$ cat config.mk
export PLATFORM = sky130hd
export DESIGN_NAME = fire_sequencer
export DESIGN_NICKNAME = d
export VERILOG_FILES = /design/src/rtl/fire_sequencer.sv
export SDC_FILE = /design/constraint.sdc
export NUM_CORES = 1
export LEC_CHECK = 0
export ABC_AREA = 0
export BUFFER_PORTS_ARGS = -buffer_cell sky130_fd_sc_hd__buf_2
export CELL_PAD_IN_SITES_DETAIL_PLACEMENT = 1
export CELL_PAD_IN_SITES_GLOBAL_PLACEMENT = 1
export CORE_MARGIN = 5
export CORE_UTILIZATION = 50
export CTS_BUF_LIST = sky130_fd_sc_hd__clkbuf_4 sky130_fd_sc_hd__clkbuf_8 sky130_fd_sc_hd__clkbuf_16
export DETAILED_ROUTE_END_ITERATION = 6
export PLACE_DENSITY = 0.73
export SYNTH_ARGS = -nofsm -noshare
export SYNTH_HDL_FRONTEND = slang
export SYNTH_SLANG_ARGS = --single-unit
$ cat constraint.sdc
create_clock -name clk -period 2.1 [get_ports clk]
set_input_delay 0 -clock clk [delete_from_list [all_inputs] [get_ports clk]]
set_output_delay 0 -clock clk [all_outputs]
set_load 0.03 [all_outputs]
$ cat src/rtl/fire_sequencer.sv
module fire_sequencer #(
  parameter int NLINK = 4,
  parameter int DEPTH = 64,
  parameter int WAITW = 8,
  localparam int AW = $clog2(DEPTH)
) (
  input  logic             clk,
  input  logic             rst_n,
  input  logic             tbl_we,
  input  logic [AW-1:0]    tbl_addr,
  input  logic [NLINK-1:0] tbl_mask,
  input  logic [WAITW-1:0] tbl_wait,
  input  logic             len_we,
  input  logic [AW-1:0]    len_val,
  input  logic             en_we,
  input  logic             en_val,
  input  logic             base_tick,
  input  logic [NLINK-1:0] unit_done,
  output logic [NLINK-1:0] fire,
  output logic [NLINK-1:0] overrun
);

  logic [NLINK-1:0] mask_mem [DEPTH];
  logic [WAITW-1:0] wait_mem [DEPTH];

  logic             en_q;
  logic [AW-1:0]    ptr_q, last_q;
  logic [WAITW-1:0] cnt_q;
  logic [NLINK-1:0] busy_q;

  logic             step;
  logic             due;
  logic [NLINK-1:0] fire_now, busy_live;
  logic [AW-1:0]    ptr_nxt;

  assign step      = en_q && base_tick;
  assign due       = step && (cnt_q == '0);
  assign fire_now  = due ? mask_mem[ptr_q] : '0;
  assign busy_live = busy_q & ~unit_done;
  assign ptr_nxt   = (ptr_q == last_q) ? '0 : ptr_q + AW'(1);

  always_ff @(posedge clk) begin
    if (tbl_we) begin
      mask_mem[tbl_addr] <= tbl_mask;
      wait_mem[tbl_addr] <= tbl_wait;
    end
  end

  always_ff @(posedge clk) begin
    if (!rst_n) begin
      en_q    <= 1'b0;
      ptr_q   <= '0;
      cnt_q   <= '0;
      last_q  <= '0;
      busy_q  <= '0;
      fire    <= '0;
      overrun <= '0;
    end else begin
      if (len_we) last_q <= len_val;
      if (en_we) begin
        en_q    <= en_val;
        ptr_q   <= '0;
        cnt_q   <= '0;
        busy_q  <= '0;
        fire    <= '0;
        overrun <= '0;
      end else begin
        fire    <= fire_now;
        busy_q  <= busy_live | fire_now;
        overrun <= overrun | (fire_now & busy_live);
        if (step) begin
          if (cnt_q == '0) begin
            cnt_q <= wait_mem[ptr_q];
            ptr_q <= ptr_nxt;
          end else begin
            cnt_q <= cnt_q - WAITW'(1);
          end
        end
      end
    end
  end

endmodule

==> impl_metrics.env, run 1 <==
export IMPL_crit_path_start_kind="flip-flop"
export IMPL_combPwrFrac_pct=2.7
export IMPL_nets=1821
export IMPL_async_flop_share_pct=0
export IMPL_cts_root_buf="clkbuf_16"
export IMPL_cp_top_family="multiplexers"
export IMPL_mostFrequentLayoutCells="edfxtp_1 (768), mux4_2 (214), buf_4 (186)"
export IMPL_endpoint_kind="flip-flop"
export IMPL_clk_pin_slew_worst_paths_ns=0.06
export IMPL_finalSetupViolations=20
export IMPL_seqCellArea_um2=23900
export IMPL_fin_setup_tns_ns=-8.13
export IMPL_syn_to_final_growth_pct=21.7
export IMPL_ios=43
export IMPL_dp_hpwl_mm=52.4
export IMPL_initial_core_util_pct=50.6
export IMPL_ys_types=63
export IMPL_final_area_um2=38200
export IMPL_grt_ovfl_total=0
export IMPL_yosysSeqAreaShare_pct=76.0
export IMPL_seq_power_share_pct=52.9
export IMPL_drtIter0Drc=1943
export IMPL_dpl_cell_count=2465
export IMPL_p_int_mw=26.9
export IMPL_clockPowerShare_pct=44.4
export IMPL_min_path_type="in -> reg"
export IMPL_routedWlPerCell_um=32.5
export IMPL_post_route_util_pct=61.6
export IMPL_yosysWarnings=0
export IMPL_critical_path_buf_inv_count=4
export IMPL_layout_drive_gt1_share_pct=37.9
export IMPL_dpl_instance_area_um2=34200
export IMPL_ant_nets=0
export IMPL_antennaDiodeCount=0
export IMPL_final_common_cell="edfxtp_1"
export IMPL_power_density_nw_per_um2=880
export IMPL_hold_viol=0
export IMPL_clock_path_buffers=3
export IMPL_dr_pass1_iters=5
export IMPL_design_die_area_um2=67800
export IMPL_gp_congestion=0.820
export IMPL_synth_main_ff_cell="edfxtp_1"
export IMPL_min_period_ns=2.62
export IMPL_core_area_um2=61900
export IMPL_routed_wl_mm=87.2
export IMPL_rsz0062_at_grt="true"
export IMPL_layout_setup_ws_ns=-0.518
export IMPL_ir_drop_v=0.000798
export IMPL_syn_area_um2=31400
export IMPL_fillers=5212
export IMPL_antenna_found_initial=3
export IMPL_path_max_fanout=8
export IMPL_numCtsBuffers=81
export IMPL_die_y_um=260
export IMPL_crit_path_frequent_cell="buf_12"
export IMPL_clk_latency_ns=0.63
export IMPL_cts_tree="built"
export IMPL_slew_viol_final=0
export IMPL_relSlewSlack_pct=20.2
export IMPL_crit_path_cell_trace="buf_12 > buf_12 > buf_12 > mux4_2 > mux4_2 > a311oi_2 > buf_4 > o21ai_2 > and3_1"
export IMPL_failed_checks="setup timing"
export IMPL_critPathKind="reg -> reg"
export IMPL_viasPerCell=6.24
export IMPL_slowest_stage="mux4_2"
export IMPL_cts_sinks=807
export IMPL_synth_nets=1482
export IMPL_worstPathRequired_ns=2.62
export IMPL_fin_skew_ns=0.0270
export IMPL_tightest_slew_ns=1.20
export IMPL_synth_seq_cells=807
export IMPL_status="finished, violations left"
export IMPL_finalCritPeriodShare_pct=125
export IMPL_die_w_um=260
export IMPL_grt_pass1_vias=17806
export IMPL_placementRows=91
export IMPL_grt_max_degree=65
export IMPL_max_cap_violations=0
export IMPL_cpPeakStageDelay_ns=0.54
export IMPL_portBuffers=42
export IMPL_grt_pass1_wl_mm=127
export IMPL_clock_fmax_mhz=382
export IMPL_grt_total_usage_pct=26.0
export IMPL_stdcell_count=2686
export IMPL_leakagePower_nw=12.4
export IMPL_vias=16773
export IMPL_p_sw_mw=6.70
export IMPL_route_detailed_drc=0
export IMPL_swShare_pct=19.9
export IMPL_worstPathArrival_ns=3.14
export IMPL_htree_levels=3
export IMPL_postSynthCellCount=1444
export IMPL_synth_edf_count=768
export IMPL_p_total_mw=33.6
export IMPL_avgSynthCellArea_um2=21.7
export IMPL_multiInputGateArea_um2=7270
timing repair:
action | 4_1_cts | 5_1_grt
buffers inserted | 31 | 8
hold buffers | 33 | 0
endpoints found under the setup margin | 24 | 28
gates cloned | 4 | 0
endpoints found under the hold margin | 156 | 0
pin swaps | 31 | 13
resized for setup | 100 | 23
layer usage:
layer / track usage (%) / vias up / routed length [um]
li1: - / 6708 / -
met4: 7.97 / 0 / 2910
met2: 42.6 / 936 / 43200
met3: 5.80 / 190 / 7890
met1: 35.5 / 8939 / 33200
met5: 0 / - / 0
state kept, by name, indices dropped and copies added, names as in the netlist, named ones only:
signal / cells
busy_q: 4
cnt_q: 8
en_q: 1
fire: 4
last_q: 6
mask_mem: 256
overrun: 4
ptr_q: 6
wait_mem: 512
kinds of logic after synthesis:
logic type,after synthesis,synth area share [%]
flops,807,76.0
mux,267,17.3
simple gates,193,2.90
buf+inv,82,1.62
compound gates,81,1.70
xor+xnor,11,0.307
fa+ha+maj,3,0.120
synth_stat cells (all sizes together) (3+ instances only):
cell	instances	area share, %
nor3	7	0.13
o21ai	24	0.38
clkbuf	20	0.26
a211oi	4	0.11
nand3	10	0.16
mux2i	44	1.4
nor2	88	1.1
a22oi	3	0.072
xnor2	3	0.084
xor2	8	0.22
dfxtp	39	2.5
or3	3	0.060
mux2	6	0.22
a31oi	11	0.22
inv	8	0.096
nand3b	6	0.14
and3	4	0.080
ha	3	0.12
buf	54	1.3
o22ai	4	0.080
nand2b	6	0.12
nand4	6	0.12
edfxtp	768	74
mux4	217	16
a21oi	12	0.19
o211ai	4	0.096
nand2	36	0.43
and2	3	0.060
nor2b	15	0.30
power by group through the flow:
stage	sequential (mW)	clock, mW	combinational, mW
2_1_floorplan	18.1	0	0.285
3_3_place_gp	18.1	0	0.746
3_5_place_dp	18.1	0	0.791
4_1_cts	17.8	15.1	0.893
5_1_grt	17.8	15.9	0.965
6_report	17.8	14.9	0.919
area by class of cell:
cell class | instances | share of cell area [%]
tap | 837 | 2.74
clock buffer | 100 | 5.88
clock inverter | 49 | 1.28
multi-input combinational | 555 | 19.0
inverter | 8 | 0.0918
timing repair buffer | 330 | 8.46
sequential | 807 | 62.5
worst register-to-register path: cells and delay by family, from the launching register on:
kind / cells / cell delay (ns)
mux: 2 / 1.04
buf+inv: 4 / 0.57
flops: 1 / 0.40
compound gates: 2 / 0.36
simple gates: 1 / 0.14
metrics by stage:
stage	setup slack [ns]	hold slack, ns
4_1_cts	-0.470	0.00116
5_1_grt	-0.590	0.0346
2_1_floorplan	-0.133	0.0989
3_5_place_dp	-0.666	0.276
6_report	-0.518	0.0228
3_3_place_gp	-0.649	0.263
path summary, 6_finish.rpt:
path          startpoint              end  slack [ns]  cells after the start
max            flip-flop         cnt_q[2]       -0.52                      9
min          tbl_mask[3]  mask_mem[19][3]        0.02                      1
max reg2reg    flip-flop         cnt_q[2]       -0.52                      9
min reg2reg   overrun[0]       overrun[0]        0.45                      2
Power figures use the tool's default switching activity.
==> inputs of run 2 (changes only) <==
ABC_AREA = 1   (was 0)
CORE_UTILIZATION = 46   (was 50)
==> run 2 against run 1 <==
  * The flow now finishes without violations
  * Non-clock buffer count down 59
  * Final cell count increased by 50%
  * Largest power group unchanged
  * Largest cell class unchanged
  * Die area is 13% higher
==> impl_metrics.env, run 2 <==
export IMPL_synth_seq_cells=807
export IMPL_largest_reg_flops=512
export IMPL_endpoint_kind="flip-flop"
export IMPL_max_cap_violations=0
export IMPL_status="completed"
export IMPL_synth_edf_count=768
export IMPL_finalSetupViolations=0
export IMPL_crit_path_start_kind="flip-flop"
export IMPL_synthAdderAreaFrac_pct=0.114
export IMPL_routedWlPerCell_um=25.4
export IMPL_gp_congestion=0.860
export IMPL_nets=3050
export IMPL_yosysWarnings=0
export IMPL_synth_xor_area_share_pct=0.240
export IMPL_path_max_fanout=13
export IMPL_grt_max_degree=65
export IMPL_leakagePower_nw=14.2
export IMPL_portBuffers=42
export IMPL_reg_largest_list="wait_mem: 512 flops, mask_mem: 256 flops, cnt_q: 8 flops"
export IMPL_syn_area_um2=32900
export IMPL_synth_compound_area_share_pct=1.42
export IMPL_ir_drop_v=0.000922
export IMPL_grt_total_usage_pct=25.4
export IMPL_slew_viol_final=0
export IMPL_vias=23182
export IMPL_grt_pass1_wl_mm=150
export IMPL_power_density_nw_per_um2=867
export IMPL_cts_sinks=807
export IMPL_mostFrequentLayoutCells="nand2_1 (907), edfxtp_1 (768), nand3_1 (616)"
export IMPL_synth_area_leaders="edfxtp_1 (70%), nand2_1 (11%), nand3_1 (9.7%)"
export IMPL_yosysTopAreaCell="edfxtp_1"
export IMPL_worstPathRequired_ns=2.63
export IMPL_grt_pass1_vias=24136
export IMPL_viasPerCell=5.76
export IMPL_antenna_found_initial=4
export IMPL_routed_wl_mm=102
export IMPL_initial_core_util_pct=46.2
export IMPL_synth_simple_area_share_pct=22.1
export IMPL_route_detailed_drc=0
export IMPL_synth_most_common_cell="nand2_1"
export IMPL_hold_viol=0
export IMPL_synth_nets=2858
export IMPL_yosysSeqAreaShare_pct=72.5
export IMPL_numCtsBuffers=85
export IMPL_die_w_um=277
export IMPL_layout_drive_gt1_share_pct=14.0
export IMPL_die_y_um=277
export IMPL_ys_types=34
export IMPL_critPathKind="reg -> reg"
export IMPL_fin_skew_ns=0.0301
export IMPL_min_period_ns=2.09
export IMPL_synth_main_ff_cell="edfxtp_1"
export IMPL_postSynthCellCount=2820
export IMPL_cpPeakStageDelay_ns=0.38
export IMPL_avgSynthCellArea_um2=11.7
export IMPL_ant_nets=0
export IMPL_cts_root_buf="clkbuf_16"
export IMPL_clk_latency_ns=0.65
export IMPL_netlist_area_leader_share_pct=70.1
export IMPL_holdCritStartpoint="tbl_mask[2]"
export IMPL_fin_setup_tns_ns=0
export IMPL_worstPathArrival_ns=2.61
export IMPL_final_common_cell="nand2_1"
export IMPL_slowest_stage="dfxtp_4"
export IMPL_syn_to_final_growth_pct=18.1
export IMPL_drtIter0Drc=2288
export IMPL_stdcell_count=4027
export IMPL_placementRows=98
export IMPL_finalCritPeriodShare_pct=99.4
export IMPL_cts_tree="built"
export IMPL_ios=43
export IMPL_dpl_cell_count=3815
export IMPL_async_flop_share_pct=0
export IMPL_crit_path_cell_trace="buf_12 > buf_16 > buf_4 > clkbuf_16 > nand2_1 > nand3_1 > nand3_1 > nand2_1 > nand2_1 > nand3_1 > nand3_1 > nand2_1 > a21oi_1 > nor2_1"
export IMPL_rsz0062_at_grt="true"
export IMPL_grt_ovfl_total=0
export IMPL_ys_top_cells_by_count="nand2_1 (926), edfxtp_1 (768), nand3_1 (640)"
export IMPL_synth_top_family_by_area="simple AND/OR/NAND/NOR gates"
export IMPL_regMostFlops="wait_mem"
export IMPL_clock_path_buffers=3
export IMPL_relSlewSlack_pct=41.2
export IMPL_muxShareOfSynthArea_pct=0
export IMPL_clock_fmax_mhz=479
export IMPL_dp_hpwl_mm=60.5
export IMPL_core_area_um2=71200
export IMPL_tightest_slew_ns=0.882
export IMPL_antennaDiodeCount=0
export IMPL_dr_pass1_iters=5
export IMPL_design_die_area_um2=77000
export IMPL_htree_levels=3
export IMPL_min_path_type="in -> reg"
export IMPL_clk_pin_slew_worst_paths_ns=0.06
-- run 2: per-stage QoR --
| step | cell area [um2] | hold slack [ns] | setup WS (ns) | util, % | total power [mW] |
|---|---|---|---|---|---|
| floorplan | 32900 | 0.0894 | 0.600 | - | 18.5 |
| global placement | 35000 | 0.198 | -0.136 | 49.2 | 19.1 |
| detailed placement | 35000 | 0.221 | -0.195 | 49.2 | 19.1 |
| CTS | 38400 | 0.00653 | -0.0537 | 53.9 | 33.8 |
| global route | 38800 | 0.0543 | -0.0486 | 54.5 | 34.7 |
| finish | 38800 | 0.0382 | 0.0135 | 54.5 | 33.7 |
-- run 2: logic make-up after synthesis --
logic type	count (synthesis)
and+or+nand+nor	1700
DFF	807
buffers and inverters	210
AOI/OAI and AO/OA	91
xor gates and xnor gates	9
adders and majority gates	3
-- run 2: final cells by class --
type                            instances  area, um2
Clock buffer                          106       2320
Timing Repair Buffer                  271       2860
Sequential cell                       807      23900
Tap cell                              950       1190
Multi-Input combinational cell       1803       8070
Fill cell                            7260      32400
Inverter                               44        184
Clock inverter                         46        378
-- run 2: timing repair --
action / 4_1_cts / 5_1_grt
endpoints found under the setup margin: 12 / 20
resized for setup: 18 / 52
cloned: 5 / 8
pin swaps: 2 / 10
buffers inserted: 3 / 12
hold endpoints to repair: 318 / 0
hold buffers: 33 / 0
-- run 2: final timing paths --
kind | to | slack [ns] | depth (start not counted)
setup / recovery | cnt_q[6] | 0.01 | 14
hold / removal | mask_mem[43][2] | 0.04 | 1
setup reg to reg | cnt_q[6] | 0.01 | 14
hold reg to reg | overrun[0] | 0.45 | 2
-- run 2: where the power goes --
part	internal, mW	leakage (nW)	total, mW	switching [mW]
Sequential	17.7	7.23	17.8	0.0425
Combinational	0.343	5.62	1.16	0.818
Clock	8.55	1.35	14.7	6.18
-- run 2: routing by layer --
metal	up-vias	part of all wire, %	global-route usage (%)
met1	11834	41	34.2
met5	-	0	0
met4	0	2.8	8.32
met3	175	6.8	3.89
met2	869	50	42.9
li1	10304	-	-
-- run 2: worst max-delay path, delay by kind of cell, from the launching register on --
family          cells  cell delay (ns)
buf+inv             4             0.63
simple gates        9             0.83
flops               1             0.38
compound gates      1             0.12
